<file path="src/rtl/psq_pkg.sv">
package psq_pkg;
  localparam int CLS_W = 3;
  typedef enum logic [CLS_W-1:0] {
    CLS_PLAIN  = 3'd0,
    CLS_BRANCH = 3'd1,
    CLS_WITH   = 3'd2,
    CLS_ALT    = 3'd3,
    CLS_TO     = 3'd4,
    CLS_FROM   = 3'd5
  } op_class_e;

  typedef struct packed {
    logic hold;
    logic with_p;
    logic alt_p;
    logic set_d;
    logic set_s;
    logic mv_to;
    logic mv_from;
    logic clear;
  } act_t;
endpackage

</file>
<file path="src/rtl/psq_decode.sv">
module psq_decode
  import psq_pkg::*;
(
  input  logic             op_valid,
  input  logic [CLS_W-1:0] op_class,
  input  logic             b_now,
  output act_t             act
);
  always_comb begin
    act = '0;
    if (!op_valid) begin
      act.hold = 1'b1;
    end else begin
      case (op_class)
        CLS_BRANCH: act.hold   = 1'b1;
        CLS_WITH:   act.with_p = 1'b1;
        CLS_ALT:    act.alt_p  = 1'b1;
        CLS_TO: begin
          if (b_now) begin
            act.mv_to = 1'b1;
            act.clear = 1'b1;
          end else begin
            act.set_d = 1'b1;
          end
        end
        CLS_FROM: begin
          if (b_now) begin
            act.mv_from = 1'b1;
            act.clear   = 1'b1;
          end else begin
            act.set_s = 1'b1;
          end
        end
        default: act.clear = 1'b1;
      endcase
    end
  end
endmodule

</file>
<file path="src/rtl/psq_state.sv">
module psq_state
  import psq_pkg::*;
#(
  parameter int IDX_W = 4
) (
  input  logic             clk,
  input  logic             rst,
  input  act_t             act,
  input  logic [IDX_W-1:0] nib,
  output logic [IDX_W-1:0] sreg,
  output logic [IDX_W-1:0] dreg,
  output logic             b_flag,
  output logic             alt1,
  output logic             alt2
);
  always_ff @(posedge clk) begin
    if (rst || act.clear) begin
      sreg   <= '0;
      dreg   <= '0;
      b_flag <= 1'b0;
      alt1   <= 1'b0;
      alt2   <= 1'b0;
    end else begin
      if (act.with_p) begin
        sreg   <= nib;
        dreg   <= nib;
        b_flag <= 1'b1;
      end
      if (act.alt_p) begin
        b_flag <= 1'b0;
        alt1   <= alt1 | nib[0];
        alt2   <= alt2 | nib[1];
      end
      if (act.set_d) dreg <= nib;
      if (act.set_s) sreg <= nib;
    end
  end
endmodule

</file>
<file path="src/rtl/psq_move.sv">
module psq_move
  import psq_pkg::*;
#(
  parameter int IDX_W = 4
) (
  input  logic             clk,
  input  logic             rst,
  input  act_t             act,
  input  logic [IDX_W-1:0] nib,
  input  logic [IDX_W-1:0] sreg,
  input  logic [IDX_W-1:0] dreg,
  output logic             mv_valid,
  output logic [IDX_W-1:0] mv_src,
  output logic [IDX_W-1:0] mv_dst,
  output logic             mv_flags
);
  always_ff @(posedge clk) begin
    if (rst) begin
      mv_valid <= 1'b0;
      mv_src   <= '0;
      mv_dst   <= '0;
      mv_flags <= 1'b0;
    end else begin
      mv_valid <= act.mv_to | act.mv_from;
      mv_flags <= act.mv_from;
      if (act.mv_to) begin
        mv_src <= sreg;
        mv_dst <= nib;
      end else if (act.mv_from) begin
        mv_src <= nib;
        mv_dst <= dreg;
      end
    end
  end
endmodule

</file>
<file path="src/rtl/prefix_seq.sv">
module prefix_seq
  import psq_pkg::*;
#(
  parameter int IDX_W = 4
) (
  input  logic             clk,
  input  logic             rst,
  input  logic             op_valid,
  input  logic [2:0]       op_class,
  input  logic [IDX_W-1:0] op_nib,
  output logic [IDX_W-1:0] sreg,
  output logic [IDX_W-1:0] dreg,
  output logic             b_flag,
  output logic             alt1,
  output logic             alt2,
  output logic             mv_valid,
  output logic [IDX_W-1:0] mv_src,
  output logic [IDX_W-1:0] mv_dst,
  output logic             mv_flags
);
  act_t act;

  psq_decode u_dec (
    .op_valid (op_valid),
    .op_class (op_class),
    .b_now    (b_flag),
    .act      (act)
  );

  psq_state #(.IDX_W(IDX_W)) u_state (
    .clk    (clk),
    .rst    (rst),
    .act    (act),
    .nib    (op_nib),
    .sreg   (sreg),
    .dreg   (dreg),
    .b_flag (b_flag),
    .alt1   (alt1),
    .alt2   (alt2)
  );

  psq_move #(.IDX_W(IDX_W)) u_move (
    .clk      (clk),
    .rst      (rst),
    .act      (act),
    .nib      (op_nib),
    .sreg     (sreg),
    .dreg     (dreg),
    .mv_valid (mv_valid),
    .mv_src   (mv_src),
    .mv_dst   (mv_dst),
    .mv_flags (mv_flags)
  );
endmodule

</file>
<file path="config.mk">
export PLATFORM = sky130hd
export DESIGN_NAME = prefix_seq
export DESIGN_NICKNAME = d
export VERILOG_FILES = /design/src/rtl/psq_pkg.sv /design/src/rtl/psq_decode.sv /design/src/rtl/psq_state.sv /design/src/rtl/psq_move.sv /design/src/rtl/prefix_seq.sv
export SDC_FILE = /design/constraint.sdc
export NUM_CORES = 1
export LEC_CHECK = 0
export BUFFER_PORTS_ARGS = -buffer_cell sky130_fd_sc_hd__clkbuf_2
export CAP_MARGIN = 20
export CORE_MARGIN = 5
export CORE_UTILIZATION = 45
export DETAILED_ROUTE_END_ITERATION = 7
export PLACE_DENSITY = 0.71
export SLEW_MARGIN = 10
export SYNTH_ARGS = -nofsm -noshare
export SYNTH_HDL_FRONTEND = slang
export SYNTH_HIERARCHICAL = 1
export SYNTH_SLANG_ARGS = --single-unit
</file>
<file path="constraint.sdc">
create_clock -name clk -period 2.8 [get_ports clk]
set_input_delay 0 -clock clk [delete_from_list [all_inputs] [get_ports clk]]
set_output_delay 0 -clock clk [all_outputs]
set_load 0.02 [all_outputs]
</file>
==> out/results.txt, run 1 <==
Status -> finished, final reports clean
Slew Viols, Final -> 0
WL/cell -> 13.80 µm
Vias -> 845
Slew margin rel. -> 45.54%
Die Ht -> 55.24 µm
Hold Crit Class -> in -> reg
Ports -> 31
FF/Latch Area -> 420.4 µm²
GPL Wtd Cong -> 0.7279
Total wire length -> 2221 µm
Worst Skew -> 0.8984 ps
Initial core utilization -> 46.94%
DR DRC count -> 0
CTS tree -> yes
Total GRT Usage -> 14.63%
Syn Inst Count -> 99
Layout cells sized above 1 -> 31.34%
CP Class -> reg -> reg
Antenna violations before repair -> 0
Crit share post-route -> 54.72%
# port buffers -> 30
First-pass GRT wire length -> 3663 µm
Critical Path Max Stage Delay -> 460 ps
RSZ-0062 raised after global routing -> no
Largest net degree at the start of global routing -> 18
Final Hold Viols -> 0
Clock Tree Buf Depth -> 2
Endpoints failing setup -> 0
Die Area -> 3051 µm²
Finished Layout Cells -> 161
CP Data Required Time -> 3020 ps
# rows -> 16
DR pass1 iterations -> 4
Diodes inserted -> 0
Footprint of the multi-input gates -> 457.9 µm²
Die Width -> 55.24 µm
Num CTS Buffers -> 3
Sink Count -> 21
DP HPWL -> 1579 µm
Worst-path maximum fanout -> 10
Fin crit period -> 1532 ps
PwrDens -> 440.3 nW/µm²
FMAX -> 0.6527 GHz
VDD IR max -> 0.2781 mV
Util after Layout -> 58.86%
Crit path launch type -> flop
Post-CTS setup buffer count -> 0
Remaining antenna violation count -> 0
Syn-to-layout area delta -> 25.41%
Worst reg2reg path endpoint -> u_move/mv_dst[3]
Mapped cell area -> 920.9 µm²
Root Driver -> clkbuf_4
Most common cell after layout, fill and taps aside -> clkbuf_2
Max H-tree Level -> 1
Yosys warns -> 6
Slew @ Worst Pin -> 810.7 ps
Placed Cells incl. Taps -> 153
Power Total -> 508.4 µW
Worst-path clk slew -> 120 ps
Crit Reg-Reg Startpoint -> u_state/b_flag
Critical path arrival -> 1750 ps
Commonest cells after routing, fill and taps aside -> clkbuf_2, dfxtp_1, a21oi_1, o21ai_0, nor2b_1
Core area -> 1962 µm²
CP startpoint -> u_state/b_flag
Critical Path Sink -> u_move/mv_dst[3]
Crit end category -> flop
Setup TNS -> 0 ps
Clk Latency, worst-skew pair -> 300 ps
Max-Cap Viols -> 0
Fill cells -> 206
Top delay family on crit path -> simple AND/OR/NAND/NOR gates
Vias in the first global route -> 791
DRT iter0 DRCs -> 5
Syn_nets -> 109
Average size of a mapped cell -> 9.302 µm²
Drt via density -> 5.248
Nets -> 145
Critical-path cell list -> nand4b_1 -> nor2_1 -> inv_2 -> a211oi_1
CP bufs+invs -> 1
Global route overflow -> 0
Crit path depth -> 4
LEAKAGE -> 0.4559 nW
CP max-delay cell -> nor2_1
Worst R2R Path Depth -> 4
R2R Setup Slk -> 1270 ps
-- worst reg2reg max path: cells and delay by family (launching register included) --
kind	cells	cell delay [ps]
buffers and inverters	1	190
AND/OR/NAND/NOR	2	600
flip-flops	1	430
AO/OA/AOI/OAI	1	240
-- worst min path at each step --
stage	startpoint	to	slack, ps	depth (start not counted)
global route	op_nib[0]	u_state/alt1	40	3
floorplan	op_nib[0]	u_state/alt1	140	2
detailed placement	op_nib[3]	u_state/dreg[3]	310	3
global placement	op_nib[3]	u_state/dreg[3]	300	3
CTS	op_nib[0]	u_state/sreg[0]	4	3
finish	op_nib[0]	u_state/alt1	20	3
-- registers in the layout, indices dropped and copies added (netlist names) --
register         flops
u_move/mv_valid      1
u_state/alt1         1
u_move/mv_dst        4
u_state/b_flag       1
u_state/dreg         4
u_move/mv_src        4
u_state/alt2         1
u_state/sreg         4
u_move/mv_flags      1
-- per-layer routing --
metal / up-vias / global-route usage, % / part of all wire (%)
li1: 425 / - / -
met1: 399 / 19.03 / 47
met2: 19 / 23.31 / 47
met3: 2 / 4.429 / 5.4
met4: 0 / 4.167 / 0.68
met5: - / 0 / 0
-- stage by stage --
stage	hold WS, ps	setup WS [ps]	area, µm²
2_1_floorplan	140.7	1499	920.9
3_3_place_gp	304.5	1448	1085
3_5_place_dp	313.0	1337	1085
4_1_cts	3.917	1313	1155
5_1_grt	35.98	1115	1155
6_report	22.06	1268	1155
-- layout make-up --
class                           instances  share of cell area (%)
Timing Repair Buffer                   36                   17.77
Tap cell                               27                   2.925
Clock inverter                          1                  0.6501
Inverter                                2                  0.6501
Multi-Input combinational cell         71                   39.65
Clock buffer                            3                   1.950
Sequential cell                        21                   36.40
-- power by group --
part / leakage, nW / switching (mW) / internal [mW]
clock network: 0.0139 / 0.0947 / 0.0542
registers: 0.170 / 0.00344 / 0.304
logic: 0.272 / 0.0315 / 0.0210
total: 0.456 / 0.130 / 0.379
-- timing repair --
| item | 4_1_cts | 5_1_grt |
|---|---|---|
| hold buffers | 4 | 0 |
| resized for setup | 0 | 0 |
| hold endpoints to repair | 6 | 0 |
Power figures use the tool's default switching activity.
==> run 2, diff against run 1 <==
--- a/config.mk
+++ b/config.mk
@@ -8,7 +8,7 @@
 export BUFFER_PORTS_ARGS = -buffer_cell sky130_fd_sc_hd__clkbuf_2
 export CAP_MARGIN = 20
 export CORE_MARGIN = 5
-export CORE_UTILIZATION = 45
+export CORE_UTILIZATION = 43
 export DETAILED_ROUTE_END_ITERATION = 7
 export PLACE_DENSITY = 0.71
 export SLEW_MARGIN = 10
==> constraint.sdc (replaced) <==
create_clock -name clk -period 1.39 [get_ports clk]
set_input_delay 0 -clock clk [delete_from_list [all_inputs] [get_ports clk]]
set_output_delay 0 -clock clk [all_outputs]
set_load 0.02 [all_outputs]
==> run 2 against run 1 <==
  * Critical endpoint is now u_state/dreg[1]
  * Combinational power is 100% higher
  * Die area is 3.8% higher
  * Critical path depth stayed put
  * Core utilization is 0.24 points lower
  * Sequential share of layout area is 0.48 points lower
  * Global-route usage is 0.17 points lower
  * Fmax is 25% higher
  * Routed wire length is 0.36% higher
==> out/results.txt, run 2 (same netlist as run 1, synthesis figures left out) <==
Status -> finished, final reports clean
Max H-tree Level -> 1 (unchanged)
Global route overflow -> 0 (unchanged)
VDD IR max -> 0.4860 mV (+75%)
LEAKAGE -> 0.4796 nW (+5.2%)
Setup WS post-layout -> 162.1 ps (-1106 ps)
Hold WS -> 12.20 ps (-9.862 ps)
Slew Viols, Final -> 0 (unchanged)
CP Data Required Time -> 1620 ps (-1400 ps)
Worst Skew -> 7.261 ps (+6.362 ps)
Hold endpoint -> u_state/sreg[1]
Total GRT Usage -> 14.46% (-0.17 points)
Worst-path clk slew -> 120 ps (about the same)
Clock Tree Buf Depth -> 2 (unchanged)
Min-delay src -> op_nib[1]
Final Hold Viols -> 0 (unchanged)
Syn-to-layout area delta -> 27.45%
DRT iter0 DRCs -> 25 (+20)
Power Total -> 1.008 mW (+98%)
Die Width -> 56.28 µm (+1.9%)
Die Area -> 3167 µm² (+3.8%)
# rows -> 16 (unchanged)
Fin area -> 1174 µm² (+1.6%)
GPL Wtd Cong -> 0.7757 (+6.6%)
# port buffers -> 30 (unchanged)
Worst-path maximum fanout -> 8 (-2)
Remaining antenna violation count -> 0 (unchanged)
Util after Layout -> 58.63% (-0.24 points)
Drt via density -> 5.207 (-0.78%)
Nets -> 148 (+2.1%)
First-pass GRT wire length -> 3719 µm (+1.5%)
DP Worst Slack -> 135.3 ps (-1202 ps)
Crit path launch type -> flop
CP max-delay cell -> or3b_2
Worst reg2reg path endpoint -> u_state/dreg[1]
Vias -> 854 (+1.1%)
Most common cell after layout, fill and taps aside -> clkbuf_2
Diodes inserted -> 0 (unchanged)
Root Driver -> clkbuf_4
RSZ-0062 raised after global routing -> no
Clk Latency, worst-skew pair -> 300 ps (about the same)
FMAX -> 0.8144 GHz (+25%)
Ports -> 31 (unchanged)
Fin crit period -> 1228 ps (-304.3 ps)
Worst R2R Path Depth -> 4 (unchanged)
DR DRC count -> 0 (unchanged)
Critical path arrival -> 1460 ps (-290 ps)
Layout cells sized above 1 -> 35.04% (+3.7 points)
Finished Layout Cells -> 164 (+1.9%)
Initial core utilization -> 46.00% (-0.94 points)
Critical-path cell list -> nor3_1 -> buf_4 -> or3b_2 -> a21oi_1
Placed cell areas -> 1122 µm² (+3.5%)
Core area -> 2002 µm² (+2.0%)
WL/cell -> 13.59 µm (-1.5%)
Max-Cap Viols -> 0 (unchanged)
DR pass1 iterations -> 4 (unchanged)
Crit Reg-Reg Startpoint -> u_state/b_flag
Die Ht -> 56.28 µm (+1.9%)
Endpoints failing setup -> 0 (unchanged)
Slew margin rel. -> 84.88% (+39 points)
Total wire length -> 2229 µm (+0.36%)
Sink Count -> 21 (unchanged)
Vias in the first global route -> 839 (+6.1%)
WHS Path Cells -> 3 (unchanged)
R2R Setup Slk -> 160 ps (-1110 ps)
Antenna violations before repair -> 0 (unchanged)
Placed Cells incl. Taps -> 158 (+3.3%)
Commonest cells after routing, fill and taps aside -> clkbuf_2, dfxtp_1, a21oi_1, o21ai_0, nor2b_1
Largest net degree at the start of global routing -> 18 (unchanged)
Setup TNS -> 0 ps (unchanged)
CP Class -> reg -> reg
CTS tree -> yes
Crit end category -> flop
Hold Crit Class -> in -> reg
Crit share post-route -> 88.34% (+34 points)
Num CTS Buffers -> 3 (unchanged)
Critical Path Max Stage Delay -> 430 ps (-30 ps)
PwrDens -> 859.1 nW/µm² (+95%)
Slew @ Worst Pin -> 226.9 ps (-583.8 ps)
## run 2: power breakdown
group          total [mW]  internal (mW)  switching (mW)
Clock               0.285          0.107           0.178
Sequential          0.618          0.612         0.00680
Combinational       0.105         0.0421          0.0627
Total                1.01          0.761           0.247
## run 2: cell type report
cell class	count	area, µm²
tap	27	33.78
fill	189	828.3
clock inverter	1	5.005
inverter	2	7.507
timing repair buffer	39	222.7
sequential	21	421.7
clock buffer	3	22.52
multi-input combinational	71	460.4
## run 2: worst max path at each step
stage                               from          endpoint  slack, ps  cells past startpoint
final                     u_state/b_flag   u_state/dreg[1]        160                      4
after global routing      u_state/b_flag  u_move/mv_dst[1]         40                      5
after CTS                 u_state/b_flag   u_state/dreg[1]        110                      4
after floorplan           u_state/b_flag  u_move/mv_dst[0]         90                      5
after detailed placement  u_state/b_flag   u_state/dreg[1]        140                      4
after global placement    u_state/b_flag    u_state/b_flag        170                      4
## run 2: critical path, delay by kind of cell, from the launching register on
family	cells	cell delay, ps
simple gates	2	490
flops	1	380
buf+inv	1	160
compound gates	1	140
## run 2: what timing repair did
item / in CTS / in global routing
endpoints found under the setup margin: 0 / 5
buffers inserted: 0 / 0
gates resized for setup: 0 / 2
hold buffers: 2 / 0
hold endpoints to repair: 3 / 0
## run 2: routing by layer
| layer | share of wire (%) | vias up | global-route usage, % |
|---|---|---|---|
| li1 | - | 435 | - |
| met3 | 4.0 | 4 | 2.752 |
| met2 | 50 | 21 | 24.54 |
| met5 | 0 | - | 0 |
| met1 | 43 | 394 | 17.32 |
| met4 | 2.0 | 0 | 7.119 |
==> run 3, diff against run 2 <==
--- a/config.mk
+++ b/config.mk
@@ -5,12 +5,13 @@
 export SDC_FILE = /design/constraint.sdc
 export NUM_CORES = 1
 export LEC_CHECK = 0
+export ABC_AREA = 1
 export BUFFER_PORTS_ARGS = -buffer_cell sky130_fd_sc_hd__clkbuf_2
 export CAP_MARGIN = 20
 export CORE_MARGIN = 5
-export CORE_UTILIZATION = 43
+export CORE_UTILIZATION = 45
 export DETAILED_ROUTE_END_ITERATION = 7
-export PLACE_DENSITY = 0.71
+export PLACE_DENSITY = 0.72
 export SLEW_MARGIN = 10
 export SYNTH_ARGS = -nofsm -noshare
 export SYNTH_HDL_FRONTEND = slang
==> run 3 against run 2 <==
  * Via count rose by 16%
  * Cell count grew 30%
  * Area after synthesis grew 12%
  * Sequential share of layout area down 2.8 points
  * Clock-buffer cell count rose by 1
  * Highest routed layer unchanged
==> out/results.txt, run 3 <==
R2R Setup Slk -> 110 ps (-50 ps)
Clock network fraction of total power -> 27.6% (-0.7 points)
DRT iter0 DRCs -> 17 (-32%)
Sink Count -> 21 (unchanged)
Int Power -> 776.1 µW (+2.0%)
CP Data Required Time -> 1640 ps (+20 ps)
GPL Wtd Cong -> 0.7384 (-4.8%)
Slew margin rel. -> 79.02% (-5.9 points)
Crit path launch type -> flop
FMAX -> 0.7839 GHz (-3.8%)
CP startpoint -> u_state/b_flag
Worst-path clk slew -> 110 ps (about the same)
Most common cell after layout, fill and taps aside -> nand2_1
Sw Ratio -> 26.40% (+1.9 points)
Drt via density -> 4.662 (-10%)
Max H-tree Level -> 1 (unchanged)
Ports -> 31 (unchanged)
Vias in the first global route -> 915 (+9.1%)
CP Class -> reg -> reg
Largest net degree at the start of global routing -> 12 (-6)
DR DRC count -> 0 (unchanged)
Vias -> 993 (+16%)
Core area -> 2191 µm² (+9.4%)
Die Area -> 3341 µm² (+5.5%)
RSZ-0062 raised after global routing -> no
Worst Skew -> 2.964 ps (-4.297 ps)
Crit Reg-Reg Startpoint -> u_state/b_flag
Final Hold Viols -> 0 (unchanged)
Clk Latency, worst-skew pair -> 300 ps (about the same)
Critical Path Sink -> u_state/b_flag
DP HPWL -> 1785 µm
Max-Cap Viols -> 0 (unchanged)
Num CTS Buffers -> 3 (unchanged)
Total GRT Usage -> 15.06% (+0.59 points)
VDD IR max -> 0.5512 mV (+13%)
Endpoints failing setup -> 0 (unchanged)
# port buffers -> 30 (unchanged)
Syn_nets -> 157 (+44%)
Clock Tree Buf Depth -> 2 (unchanged)
Layout cells sized above 1 -> 28.65% (-6.4 points)
Hold Crit Class -> in -> reg
Global route overflow -> 0 (unchanged)
Comb pwr share -> 13.1% (+2.7 points)
Syn-to-layout area delta -> 23.36%
Nets -> 196 (+32%)
Die Width -> 57.81 µm (+2.7%)
Post-CTS setup buffer count -> 0 (unchanged)
Placed Cells incl. Taps -> 205 (+30%)
Fin crit period -> 1276 ps (+47.85 ps)
Die Ht -> 57.81 µm (+2.7%)
Worst-path maximum fanout -> 11 (+3)
Net Sw Power -> 278.4 µW (+13%)
WL/cell -> 10.65 µm (-22%)
Yosys warns -> 6 (unchanged)
Initial core utilization -> 46.94% (+0.94 points)
LEAKAGE -> 0.7209 nW (+50%)
First-pass GRT wire length -> 3960 µm (+6.5%)
Root Driver -> clkbuf_4
Antenna violations before repair -> 0 (unchanged)
Status -> finished, final reports clean
Average size of a mapped cell -> 6.997 µm² (-25%)
Util after Layout -> 57.91% (-0.72 points)
Diodes inserted -> 0 (unchanged)
DR pass1 iterations -> 4 (unchanged)
Syn Inst Count -> 147 (+48%)
Crit end category -> flop
Finished Layout Cells -> 213 (+30%)
Fill cells -> 217 (+15%)
Fin area -> 1269 µm² (+8.1%)
Remaining antenna violation count -> 0 (unchanged)
Slew Viols, Final -> 0 (unchanged)
Mapped cell area -> 1028 µm² (+12%)
PwrDens -> 831.2 nW/µm² (-3.2%)
Total wire length -> 2268 µm (+1.7%)
Power Total -> 1.055 mW (+4.6%)
CTS tree -> yes
Commonest cells after routing, fill and taps aside -> nand2_1, clkbuf_2, inv_1, dfxtp_1, nand3_1
Worst R2R Path Depth -> 7 (+3)
Worst reg2reg path endpoint -> u_state/b_flag
Flop pwr share -> 59.3% (-2.0 points)
Slew @ Worst Pin -> 311.8 ps (+84.95 ps)
Setup TNS -> 0 ps (unchanged)
# rows -> 17 (+1)
Critical path arrival -> 1520 ps (+60 ps)
Placed cell areas -> 1197 µm² (+6.7%)
Crit share post-route -> 91.78% (+3.4 points)
==> run 3: timing repair <==
| action | 4_1_cts | 5_1_grt |
|---|---|---|
| gates resized for setup | 0 | 1 |
| hold buffers | 4 | 0 |
| endpoints found under the setup margin | 0 | 11 |
| endpoints found under the hold margin | 8 | 0 |
==> run 3: power by group through the flow <==
stage               logic, mW  registers, mW  clock network, mW
CTS                     0.137          0.626              0.309
detailed placement      0.128          0.639                  0
global placement        0.124          0.639                  0
finish                  0.139          0.625              0.291
floorplan              0.0701          0.653                  0
global route            0.155          0.628              0.339
==> run 3: worst min path at each step <==
stage	start	depth (start not counted)	slack (ps)	to
6_report	op_nib[1]	3	30	u_state/sreg[1]
5_1_grt	op_nib[1]	3	30	u_state/sreg[1]
4_1_cts	op_nib[1]	3	10	u_state/sreg[1]
3_5_place_dp	rst	2	240	u_move/mv_flags
3_3_place_gp	rst	2	240	u_move/mv_flags
2_1_floorplan	rst	1	70	u_move/mv_flags
==> run 3: metal layers <==
| layer | track usage, % | up-vias | part of all wire (%) |
|---|---|---|---|
| li1 | - | 525 | - |
| met1 | 17.75 | 444 | 42 |
| met2 | 25.65 | 20 | 50 |
| met5 | 0 | - | 0 |
| met3 | 3.341 | 4 | 6.0 |
| met4 | 7.285 | 0 | 2.2 |
==> run 3: worst max-delay path, stage by stage (launching register included) <==
cell and delay (ps):
dfxtp_1 350, inv_1 130, nand4_1 150, nand2_1 90
nor2_1 60, nor2_4 240, o21ai_1 100, nor2_1 90
==> run 3: final cells by class <==
| type | instances | area (µm²) | share of cell area [%] |
|---|---|---|---|
| inverters | 24 | 90.09 | 7.101 |
| flip-flops and latches | 21 | 420.4 | 33.14 |
| clock buffers | 4 | 26.28 | 2.071 |
| repair buffers | 37 | 212.7 | 16.77 |
| multi-input cells | 99 | 484.2 | 38.17 |
| well taps | 28 | 35.03 | 2.761 |
==> run 3: metrics by stage <==
| step | setup slack [ps] | hold slack (ps) |
|---|---|---|
| after global routing | 22.67 | 25.28 |
| after global placement | 118.2 | 238.9 |
| final | 114.3 | 26.48 |
| after detailed placement | 40.81 | 244.8 |
| after CTS | 7.822 | 10.30 |
| after floorplan | 127.9 | 71.49 |
